--- src/rtl/tmr_pkg.sv ---
// Package: shared types for the three-channel timer.
// Assumes: the mode encoding below is what software writes to address 0.
package tmr_pkg;
    typedef enum logic [1:0] {
        MODE_IDLE = 2'd0,
        MODE_FREE = 2'd1,
        MODE_MOD  = 2'd2,
        MODE_UPDN = 2'd3
    } tmode_e;
endpackage

--- src/rtl/tmr_counter.sv ---
// Counter core: advances on each tick in the selected mode and flags the
// terminal-count wrap (free/modulo) and the zero turnaround (up/down).
// Assumes: term >= 1 in up/down mode; clr has priority over counting.
module tmr_counter
    import tmr_pkg::*;
#(
    parameter int W = 16
) (
    input  logic         clk,
    input  logic         rst_n,
    input  tmode_e       mode,
    input  logic         tick_en,
    input  logic         clr,
    input  logic [W-1:0] term,
    output logic [W-1:0] count,
    output logic         run,
    output logic         wrap_evt,
    output logic         zero_evt
);
    logic         dir_up;
    logic         dir_nxt;
    logic [W-1:0] cnt_nxt;

    assign run = tick_en && (mode != MODE_IDLE);

    // Next-state and event decode for the current mode.
    always_comb begin
        cnt_nxt  = count;
        dir_nxt  = dir_up;
        wrap_evt = 1'b0;
        zero_evt = 1'b0;
        if (run) begin
            case (mode)
                MODE_FREE: begin
                    cnt_nxt  = count + W'(1);
                    wrap_evt = (count == '1);
                end
                MODE_MOD: begin
                    if (count == term) begin
                        cnt_nxt  = '0;
                        wrap_evt = 1'b1;
                    end else begin
                        cnt_nxt = count + W'(1);
                    end
                end
                MODE_UPDN: begin
                    if (dir_up) begin
                        if (count >= term) begin
                            dir_nxt = 1'b0;
                            cnt_nxt = count - W'(1);
                        end else begin
                            cnt_nxt = count + W'(1);
                        end
                    end else if (count == '0) begin
                        dir_nxt  = 1'b1;
                        cnt_nxt  = W'(1);
                        zero_evt = 1'b1;
                    end else begin
                        cnt_nxt = count - W'(1);
                    end
                end
                default: cnt_nxt = count;
            endcase
        end
    end

    // Counter and direction registers.
    always_ff @(posedge clk) begin
        if (!rst_n || clr) begin
            count  <= '0;
            dir_up <= 1'b1;
        end else begin
            count  <= cnt_nxt;
            dir_up <= dir_nxt;
        end
    end
endmodule

--- src/rtl/tmr_channel.sv ---
// One capture/compare channel: synchronizes its capture input, detects
// rising edges, latches the counter on capture and matches on compare.
// Assumes: a capture in the same cycle as a value write wins.
module tmr_channel #(
    parameter int W = 16
) (
    input  logic         clk,
    input  logic         rst_n,
    input  logic         cap_in,
    input  logic         cmp_sel,
    input  logic         armed,
    input  logic         run,
    input  logic [W-1:0] count,
    input  logic         wr_val,
    input  logic [W-1:0] wr_data,
    output logic [W-1:0] cc,
    output logic         cmp_evt,
    output logic         cap_evt
);
    logic [2:0] sync_q;

    // Two-flop synchronizer plus one stage for edge detection.
    always_ff @(posedge clk) begin
        if (!rst_n) sync_q <= '0;
        else        sync_q <= {sync_q[1:0], cap_in};
    end

    assign cap_evt = sync_q[1] && !sync_q[2] && !cmp_sel && armed;
    assign cmp_evt = run && cmp_sel && (count == cc);

    // Value register: loaded by capture or by software write.
    always_ff @(posedge clk) begin
        if (!rst_n)       cc <= '0;
        else if (cap_evt) cc <= count;
        else if (wr_val)  cc <= wr_data;
    end
endmodule

--- src/rtl/tmr_flags.sv ---
// Flag unit: maps channel and counter events to sticky flags by mode,
// drives the masked interrupt and registers the per-channel DMA pulses.
// Assumes: a set in the same cycle as a clear keeps the flag set.
module tmr_flags #(
    parameter int NCH = 3
) (
    input  logic           clk,
    input  logic           rst_n,
    input  logic           updn,
    input  logic           ch0_cmp,
    input  logic [NCH-1:0] cmp_evt,
    input  logic [NCH-1:0] cap_evt,
    input  logic           wrap_evt,
    input  logic           zero_evt,
    input  logic           clr_wr,
    input  logic [NCH:0]   clr_data,
    input  logic [NCH-1:0] mask,
    output logic [NCH-1:0] ch_flag,
    output logic           ovf_flag,
    output logic           irq,
    output logic [NCH-1:0] dma_trig
);
    logic [NCH-1:0] ch_set;
    logic           ovf_set;
    logic [NCH:0]   keep;

    // Event-to-flag mapping; up/down moves channel 0 to the zero turnaround.
    always_comb begin
        for (int n = 0; n < NCH; n++) ch_set[n] = cmp_evt[n] | cap_evt[n];
        if (updn) ch_set[0] = ch0_cmp ? zero_evt : cap_evt[0];
        ovf_set = updn ? zero_evt : wrap_evt;
        keep    = clr_wr ? clr_data : '1;
    end

    // Sticky flags and one-cycle DMA triggers.
    always_ff @(posedge clk) begin
        if (!rst_n) begin
            ch_flag  <= '0;
            ovf_flag <= 1'b0;
            dma_trig <= '0;
        end else begin
            ch_flag  <= ch_set | (ch_flag & keep[NCH-1:0]);
            ovf_flag <= ovf_set | (ovf_flag & keep[NCH]);
            dma_trig <= cmp_evt | cap_evt;
        end
    end

    assign irq = |(ch_flag & mask);
endmodule

--- src/rtl/tri_timer.sv ---
// Top: three-channel timer with mode-dependent event flags. Decodes the
// write port into mode, channel controls and values, and ties the counter,
// channels and flag unit together.
// Assumes: W >= NCH + 1 so the flag-clear bits fit in wr_data.
module tri_timer
    import tmr_pkg::*;
#(
    parameter int W   = 16,
    parameter int NCH = 3,
    parameter int AW  = 4
) (
    input  logic             clk,
    input  logic             rst_n,
    input  logic             wr_en,
    input  logic [AW-1:0]    wr_addr,
    input  logic [W-1:0]     wr_data,
    input  logic             tick_en,
    input  logic [NCH-1:0]   cap_in,
    output logic [W-1:0]     count,
    output logic [NCH*W-1:0] cc_val,
    output logic [NCH-1:0]   ch_flag,
    output logic             ovf_flag,
    output logic             irq,
    output logic [NCH-1:0]   dma_trig
);
    localparam int ADR_MODE = 0;
    localparam int ADR_CNT  = 1;
    localparam int ADR_CTL  = 2;
    localparam int ADR_VAL  = ADR_CTL + NCH;
    localparam int ADR_FLG  = ADR_VAL + NCH;

    tmode_e         mode_q;
    logic [NCH-1:0] cmp_sel_q;
    logic [NCH-1:0] mask_q;
    logic [NCH-1:0] cmp_evt;
    logic [NCH-1:0] cap_evt;
    logic           run;
    logic           wrap_evt;
    logic           zero_evt;
    logic           clr_cnt;

    assign clr_cnt = wr_en && (wr_addr == AW'(ADR_CNT));

    // Mode register.
    always_ff @(posedge clk) begin
        if (!rst_n)                                   mode_q <= MODE_IDLE;
        else if (wr_en && wr_addr == AW'(ADR_MODE))   mode_q <= tmode_e'(wr_data[1:0]);
    end

    tmr_counter #(.W(W)) u_cnt (
        .clk      (clk),
        .rst_n    (rst_n),
        .mode     (mode_q),
        .tick_en  (tick_en),
        .clr      (clr_cnt),
        .term     (cc_val[W-1:0]),
        .count    (count),
        .run      (run),
        .wrap_evt (wrap_evt),
        .zero_evt (zero_evt)
    );

    for (genvar n = 0; n < NCH; n++) begin : g_ch
        // Per-channel control register: compare select and interrupt mask.
        always_ff @(posedge clk) begin
            if (!rst_n) begin
                cmp_sel_q[n] <= 1'b0;
                mask_q[n]    <= 1'b0;
            end else if (wr_en && wr_addr == AW'(ADR_CTL + n)) begin
                cmp_sel_q[n] <= wr_data[0];
                mask_q[n]    <= wr_data[1];
            end
        end

        tmr_channel #(.W(W)) u_ch (
            .clk     (clk),
            .rst_n   (rst_n),
            .cap_in  (cap_in[n]),
            .cmp_sel (cmp_sel_q[n]),
            .armed   (mode_q != MODE_IDLE),
            .run     (run),
            .count   (count),
            .wr_val  (wr_en && wr_addr == AW'(ADR_VAL + n)),
            .wr_data (wr_data),
            .cc      (cc_val[n*W +: W]),
            .cmp_evt (cmp_evt[n]),
            .cap_evt (cap_evt[n])
        );
    end

    tmr_flags #(.NCH(NCH)) u_flg (
        .clk      (clk),
        .rst_n    (rst_n),
        .updn     (mode_q == MODE_UPDN),
        .ch0_cmp  (cmp_sel_q[0]),
        .cmp_evt  (cmp_evt),
        .cap_evt  (cap_evt),
        .wrap_evt (wrap_evt),
        .zero_evt (zero_evt),
        .clr_wr   (wr_en && wr_addr == AW'(ADR_FLG)),
        .clr_data (wr_data[NCH:0]),
        .mask     (mask_q),
        .ch_flag  (ch_flag),
        .ovf_flag (ovf_flag),
        .irq      (irq),
        .dma_trig (dma_trig)
    );
endmodule

--- config.mk ---
export PLATFORM = sky130hd
export DESIGN_NAME = tri_timer
export DESIGN_NICKNAME = d
export VERILOG_FILES = /design/src/rtl/tmr_pkg.sv /design/src/rtl/tmr_counter.sv /design/src/rtl/tmr_channel.sv /design/src/rtl/tmr_flags.sv /design/src/rtl/tri_timer.sv
export SDC_FILE = /design/constraint.sdc
export NUM_CORES = 1
export LEC_CHECK = 0
export BUFFER_PORTS_ARGS = -buffer_cell sky130_fd_sc_hd__buf_4
export CAP_MARGIN = 40
export CELL_PAD_IN_SITES_DETAIL_PLACEMENT = 0
export CELL_PAD_IN_SITES_GLOBAL_PLACEMENT = 2
export CORE_MARGIN = 10
export CORE_UTILIZATION = 37
export CTS_CLUSTER_DIAMETER = 40
export DETAILED_ROUTE_END_ITERATION = 8
export HOLD_SLACK_MARGIN = 0.02
export PLACE_DENSITY = 0.95
export RECOVER_POWER = 25
export SETUP_SLACK_MARGIN = 0.05
export SYNTH_ARGS = -nofsm -noshare
export SYNTH_HDL_FRONTEND = slang
export SYNTH_HIERARCHICAL = 1
export SYNTH_SLANG_ARGS = --single-unit
--- constraint.sdc ---
create_clock -name clk -period 6.4 [get_ports clk]
set_input_delay 0.96 -clock clk [delete_from_list [all_inputs] [get_ports clk]]
set_output_delay 0.96 -clock clk [all_outputs]
set_load 0.03 [all_outputs]
==> results.md, run 1 <==
- Status: complete, but fails checks
- Synth warnings: 6
- Clk slew on worst S/H paths: 0.07 ns
- Critical Path, Cell by Cell: clkbuf_1 -> nand2b_1 -> or4_1 -> o22ai_1
- Tcrit/Tclk final: 73.0%
- Placer Congestion: 0.881
- Port Buf Inserts: 98
- Worst Tran Pin Value: 3.26 ns
- Fin. Hold Viols: 0
- Number of gates resized after cts: 0
- CP bufs+invs: 1
- Final min period: between 4 and 5 ns
- Most heavily used metal layer in global routing: met2
- CP Capture Point: u_cnt/count[3]
- Hold Crit Start: g_ch[0].u_ch/sync_q[0]
- Worst path required time: 6.65 ns
- Largest net degree at the start of global routing: 77
- Drt pass-1 iters: 5
- DR iter-0 viols: 430
- Met1 Track Usage GR: a little over a fifth
- Fin Clk Skew: 0.00876 ns
- FMAX: between 0.2 and 0.25 GHz
- Worst-path fanout max: 76
- Vias per std cell: 5.68
- Ratio of cells with drive above 1 in the final layout: 16.6%
- Met3 Use GR: 3.91%
- Root Driver: clkbuf_16
- Initial antenna violation count: 0
- CP max-delay cell: clkbuf_1
- PD cells: 176 mW/mm^2
- Die area: 0.0212 mm^2
- Post-CTS Setup Bufs: 0
- Synthesized area per cell: 8.81 um^2
- Number of hold buffers added after cts: 0
- Crit path max-delay family: buffers and inverters
- Final Setup Violations: 0
- R2R Setup Slk: 3.05 ns
- Cell variety after synth: 70
- Hold Path Class: reg2reg
- I/O Pins: between 90 and 100
- Worst Path Arrival: 4.92 ns
- P&R area growth vs syn: 18.6%
- Vias: 5,406
- Reg-to-Reg Start: u_cnt/count[0]
- Bufs on Longest Clock Path: 2
- Commonest non-fill, non-tap cell in the layout: dfxtp_1
- Synth area leaders: dfxtp_1 (30%), mux2i_1 (11%), o211a_1 (8.4%), xnor2_1 (6.4%), nand2_1 (5.6%)
- Unrepaired setup endpoints after global routing: no
- Clk_lat worst skew: 0.35 ns
- Critical Path End Type: flop
- Starting density of the core: 38.1%
- Max cap viols: 1
- Crit start category: input pin
- Critical path's largest stage delay: approximately 2.3 ns
- Setup TNS: 0 ns
- Worst r2r path cells: 9
- DPL Wire Length: 14,300 um
- Register area share after synthesis: roughly 30%
- DRT antenna net count: 0
- Fin nets: 785
- Cells after Synth: 664
- Post-synthesis register bit count: 89
- FP Rows: 45
- Final worst slack: 1.73 ns
- Core area: approximately 0.015 mm^2
- CTS Sinks: between 80 and 90
- DR WL/cell: 20.2 um
- GR Util All Layers: approximately 17%
- Relative slew slack: -117%
- Post-synth ARST share: 0%
- Worst setup path start: rst_n
- Syn Nets: 713
- Gr ovfl total: 0
- Synthesized cell area: about 0.006 mm^2
- WP depth: 4
- Vias in the first global route: between 5,000 and 6,000
- Capture point of the worst reg-to-reg path: u_cnt/count[14]
- First-pass GRT wire length: 29,800 um
- Failing checks: capacitance limit, slew limit
- Placed cells: 936
- Most frequent cells in the layout: dfxtp_1 (89), nand2_1 (88), buf_4 (80), mux2i_1 (62), o211a_1 (49)
- Max Transition Viols Final: 77
- Leak pwr: 3.35 nW
- Antenna Cells: 0
- VDD IR max: 0.139 mV
- Num CTS Buffers: 9
- DRC: 0
- Commonest register cell after synthesis: dfxtp_1
- Routed wire length: 19,200 um
- Die Ht: 146 um
- Met2 usage: 29.0%
- Post-Layout Cell Count: between 900 and 1,000
- Kind of critical path: in2reg
- Post-synth top area share: 30.4%
- Number of flops mapped to enable cells by yosys: 0
- H-tree levels: 3
- Cell accounting for the most synthesized area: dfxtp_1
- Pre-CTS setup slack: 3.04 ns
- Chip width: 146 um
- CTS tree: done
worst min-delay path by stage:
stage | end | slack, ns | cells past startpoint
floorplan | g_ch[0].u_ch/sync_q[1] | 0.41 | 1
detailed placement | g_ch[2].u_ch/sync_q[1] | 0.43 | 1
global route | g_ch[0].u_ch/sync_q[1] | 0.47 | 1
finish | g_ch[0].u_ch/sync_q[1] | 0.45 | 1
CTS | g_ch[0].u_ch/sync_q[1] | 0.45 | 1
global placement | g_ch[1].u_ch/sync_q[1] | 0.42 | 1
final cells by class:
type	instances	area [um^2]
fill	1553	8430
multi-input combinational	499	3740
timing repair buffer	108	763
tap	211	264
inverter	29	109
clock buffer	10	229
sequential	89	1780
clock inverter	6	50.0
cell usage after synthesis (all sizes together), types with 2 or more instances:
cell type  number
o31ai           2
nand2b          9
and4b           3
mux2i          62
nand4bb         3
a32o            2
buf            21
nand4          16
and3b           4
o211a          49
or4             5
dfxtp          89
o211ai          4
nand2          88
o221ai          4
clkbuf         26
a21o            2
o21a            5
nor2           20
xnor2          43
xor2           13
nor3            8
a21oi          20
or3             3
nor2b           3
mux2            5
o21ai          21
o22ai           3
a221oi          4
a31oi           3
a22oi           2
ha             22
o311a           2
nor4            7
and2           13
inv            29
o2bb2ai         2
nand3          14
and3            8
a211oi          4
and4            2
flip-flops by register name, summed over array words and instances (netlist names):
signal            flops
mask_q                3
g_ch.u_ch/sync_q      9
cmp_sel_q             3
mode_q                2
u_flg/ch_flag         3
u_cnt/dir_up          1
u_flg/dma_trig        3
u_flg/ovf_flag        1
g_ch.u_ch/cc         48
u_cnt/count          16
worst reg2reg max path, cell delays in order, from the launching register on:
cell and delay (ns):
dfxtp_1 0.79, inv_1 0.23, ha_1 0.35, nand4_1 0.13, nor4_2 0.49, nand2_1 0.16
o21a_1 0.33, a21oi_2 0.34, a21oi_1 0.08, o311a_1 0.36
routing by layer:
| metal | wire [um] | share of wire (%) |
|---|---|---|
| met5 | 0 | 0 |
| met4 | 247 | 1.3 |
| met3 | 1030 | 5.4 |
| met2 | 9320 | 48 |
| met1 | 8640 | 45 |
cell families after synthesis:
logic type	Yosys count	synth area share, %
AO/OA/AOI/OAI	142	19.5
XOR/XNOR	56	8.38
adder cells (fa/ha/maj)	22	4.70
buffers and inverters	76	5.64
flip-flops	89	30.4
multiplexers	67	11.6
AND/OR/NAND/NOR	212	19.6
power by group:
| group | total, mW | internal (mW) | switching, mW |
|---|---|---|---|
| clock network | 0.509 | 0.268 | 0.241 |
| logic | 0.141 | 0.0603 | 0.0808 |
| registers | 0.572 | 0.562 | 0.00980 |
| total | 1.22 | 0.890 | 0.332 |
per-stage QoR:
| step | utilization [%] | total power [mW] | cell area (um^2) | hold slack, ns |
|---|---|---|---|---|
| 5_1_grt | 45.1 | 1.26 | 6940 | 0.470 |
| 3_5_place_dp | 43.9 | 0.726 | 6750 | 0.429 |
| 3_3_place_gp | 43.4 | 0.720 | 6680 | 0.424 |
| 4_1_cts | 45.7 | 1.23 | 7030 | 0.448 |
| 2_1_floorplan | - | 0.672 | 5850 | 0.412 |
| 6_report | 45.1 | 1.22 | 6940 | 0.445 |
Power figures use the tool's default switching activity.
==> inputs of run 2 (changes only) <==
--- a/config.mk
+++ b/config.mk
@@ -10,11 +10,11 @@
 export CELL_PAD_IN_SITES_DETAIL_PLACEMENT = 0
 export CELL_PAD_IN_SITES_GLOBAL_PLACEMENT = 2
 export CORE_MARGIN = 10
-export CORE_UTILIZATION = 37
+export CORE_UTILIZATION = 34
 export CTS_CLUSTER_DIAMETER = 40
 export DETAILED_ROUTE_END_ITERATION = 8
 export HOLD_SLACK_MARGIN = 0.02
-export PLACE_DENSITY = 0.95
+export PLACE_DENSITY = 0.89
 export RECOVER_POWER = 25
 export SETUP_SLACK_MARGIN = 0.05
 export SYNTH_ARGS = -nofsm -noshare
==> constraint.sdc (replaced) <==
create_clock -name clk -period 4.6 [get_ports clk]
set_input_delay 0.69 -clock clk [delete_from_list [all_inputs] [get_ports clk]]
set_output_delay 0.69 -clock clk [all_outputs]
set_load 0.03 [all_outputs]
==> run 2 against run 1 <==
- the flow now finishes without violations
- sequential power increased by 39%
- clock skew decreased by 0.0018 ns
- first-iteration DRC count is 1.2% higher
- combinational power grew 37%
- final area rose by 0.70%
- register-to-register slack worse by 1.6 ns
- routed wire length grew 4.0%
- critical path type is now reg2reg
==> results.md, run 2 (same netlist as run 1, synthesis figures left out) <==
- Critical path's largest stage delay: 0.76 ns (-1.50 ns)
- Hold Path Class: reg2reg
- Worst-path fanout max: 14 (-82%)
- Final Setup Violations: 0 (unchanged)
- Fin. Hold Viols: 0 (unchanged)
- Commonest non-fill, non-tap cell in the layout: dfxtp_1
- Worst Tran Pin Value: 0.797 ns (-2.46 ns)
- Placed cell area: 0.00678 mm^2 (+0.46%)
- Tcrit/Tclk final: 69.1%
- Largest reg by FF count: g_ch.u_ch/cc
- Worst Path Arrival: 3.47 ns (-1.45 ns)
- FMAX: between 0.3 and 0.4 GHz
- Max reg flops: 48 (unchanged)
- P&R area growth vs syn: 19.4%
- Final min period: 3.18 ns
- Max Transition Viols Final: 0 (-100%)
- Vias per std cell: 5.58 (-1.7%)
- Routed wire length: 20,000 um (+4.0%)
- Crit start category: flop
- Hold Crit Depth: 1 (unchanged)
- Fin Clk Skew: 0.00697 ns (-0.00178 ns)
- Fillers: 1,682 (+8.3%)
- Most frequent cells in the layout: dfxtp_1 (89), nand2_1 (88), buf_4 (86), mux2i_1 (62), o211a_1 (49)
- Die area: 0.0229 mm^2 (+7.6%)
- Critical Path, Cell by Cell: inv_1 -> ha_1 -> or3b_4 -> and4b_1 -> a21oi_2 -> nand2_1 -> o21ai_0 -> a32o_1
- Antenna Cells: 0 (unchanged)
- Number of gates resized after cts: 0 (unchanged)
- Crit path max-delay family: compound AO/OA/AOI/OAI gates
- CP max-delay cell: dfxtp_1
- Worst path required time: 4.89 ns (-1.76 ns)
- Gr ovfl total: 0 (unchanged)
- CTS Sinks: 89 (unchanged)
- Ratio of cells with drive above 1 in the final layout: 17.1% (+0.49 points)
- Critical Path End Type: flop
- Largest regs: g_ch.u_ch/cc x48, u_cnt/count x16, g_ch.u_ch/sync_q x9
- Largest net degree at the start of global routing: 77 (unchanged)
- Number of hold buffers added after cts: 0 (unchanged)
- Setup TNS: 0 ns (unchanged)
- Vias: 5,374 (-0.59%)
- DRC: 0 (unchanged)
- FP Rows: 47 (+4.4%)
- Max cap viols: 0 (-1)
- Relative slew slack: 46.8% (+160 points)
- I/O Pins: 99 (unchanged)
- CP bufs+invs: 1 (unchanged)
- Fin nets: 788 (+0.38%)
- Initial antenna violation count: 0 (unchanged)
- DPL Wire Length: 14,900 um (+4.3%)
- Starting density of the core: 35.0% (-3.0 points)
- Die Ht: 151 um (+3.7%)
- Root Driver: clkbuf_16
- Num CTS Buffers: 9 (unchanged)
- PD cells: 247 mW/mm^2 (+40%)
- Clk slew on worst S/H paths: 0.07 ns (about the same)
- Vias in the first global route: 5,430 (+4.0%)
- CTS tree: done
- Clk_lat worst skew: 0.34 ns (about the same)
- Drt pass-1 iters: 7 (+2)
- Placer Congestion: 0.851 (-3.5%)
- Bufs on Longest Clock Path: 2 (unchanged)
- DR WL/cell: 20.8 um (+2.8%)
- First-pass GRT wire length: 30,700 um (+2.8%)
- DR iter-0 viols: 435 (+1.2%)
- H-tree levels: 3 (unchanged)
- Core area: 0.0167 mm^2 (+8.7%)
- Kind of critical path: reg2reg
- Chip width: 151 um (+3.7%)
- Worst r2r path cells: 8 (-1)
- Post-route cell area: 0.00699 mm^2 (+0.70%)
- WP depth: 8 (+4)
- Final Core Density: 41.8% (-3.3 points)
- Hold_ws: 0.438 ns (-0.00671 ns)
- GR Util All Layers: 17.1% (-0.18 points)
- Post-CTS Setup Bufs: 0 (unchanged)
- Status: completed
- Unrepaired setup endpoints after global routing: no
- Port Buf Inserts: 98 (unchanged)
- Leak pwr: 3.38 nW (+0.84%)
- VDD IR max: 0.181 mV (+30%)
- DRT antenna net count: 0 (unchanged)
==> run 2: cell types whose count changed in the layout (fill, tap and decap cells not counted) <==
| cell | change |
|---|---|
| buf_8 | -3 |
| buf_4 | +6 |
| clkbuf_1 | -2 |
| buf_16 | +1 |
| and2_0 | -2 |
| clkinv_4 | -2 |
| bufinv_16 | +1 |
| and2_1 | +2 |
| clkinv_2 | +1 |
==> run 2: path summary, 6_finish.rpt <==
check,start,end,slack (ns)
worst max-delay path,u_cnt/count[0],u_cnt/count[8],1.42
worst min-delay path,g_ch[0].u_ch/sync_q[0],g_ch[0].u_ch/sync_q[1],0.44
worst max register to register,u_cnt/count[0],u_cnt/count[8],1.42
worst min register to register,g_ch[0].u_ch/sync_q[0],g_ch[0].u_ch/sync_q[1],0.44
==> run 2: final cells by class <==
type / count / area (um^2) / area share [%]
clock inverters: 6 / 67.6 / 0.967
flip-flops and latches: 89 / 1780 / 25.5
clock buffers: 9 / 225 / 3.22
inverters: 29 / 109 / 1.56
repair buffers: 111 / 787 / 11.3
multi-input cells: 499 / 3740 / 53.6
well taps: 220 / 275 / 3.94
==> run 2: report_power, final <==
group | internal (mW) | leakage, nW | switching (mW)
sequential | 0.782 | 0.720 | 0.0147
clock | 0.421 | 0.138 | 0.318
combinational | 0.0820 | 2.52 | 0.111
total | 1.29 | 3.38 | 0.444
==> run 2: per-stage QoR <==
stage	cells	setup WS (ns)	total power, mW
CTS	963	1.51	1.74
detailed placement	948	1.56	1.01
global route	963	1.22	1.78
global placement	946	1.67	1.00
finish	963	1.42	1.73
floorplan	664	1.86	0.935
==> run 2: layer usage <==
layer	vias to the layer above	wire (um)	track usage, %	part of all wire (%)
met3	29	1470	3.79	7.3
met4	0	552	6.35	2.8
met2	210	9200	27.7	46
met1	2577	8770	21.6	44
met5	-	0	0	0
li1	2558	-	-	-
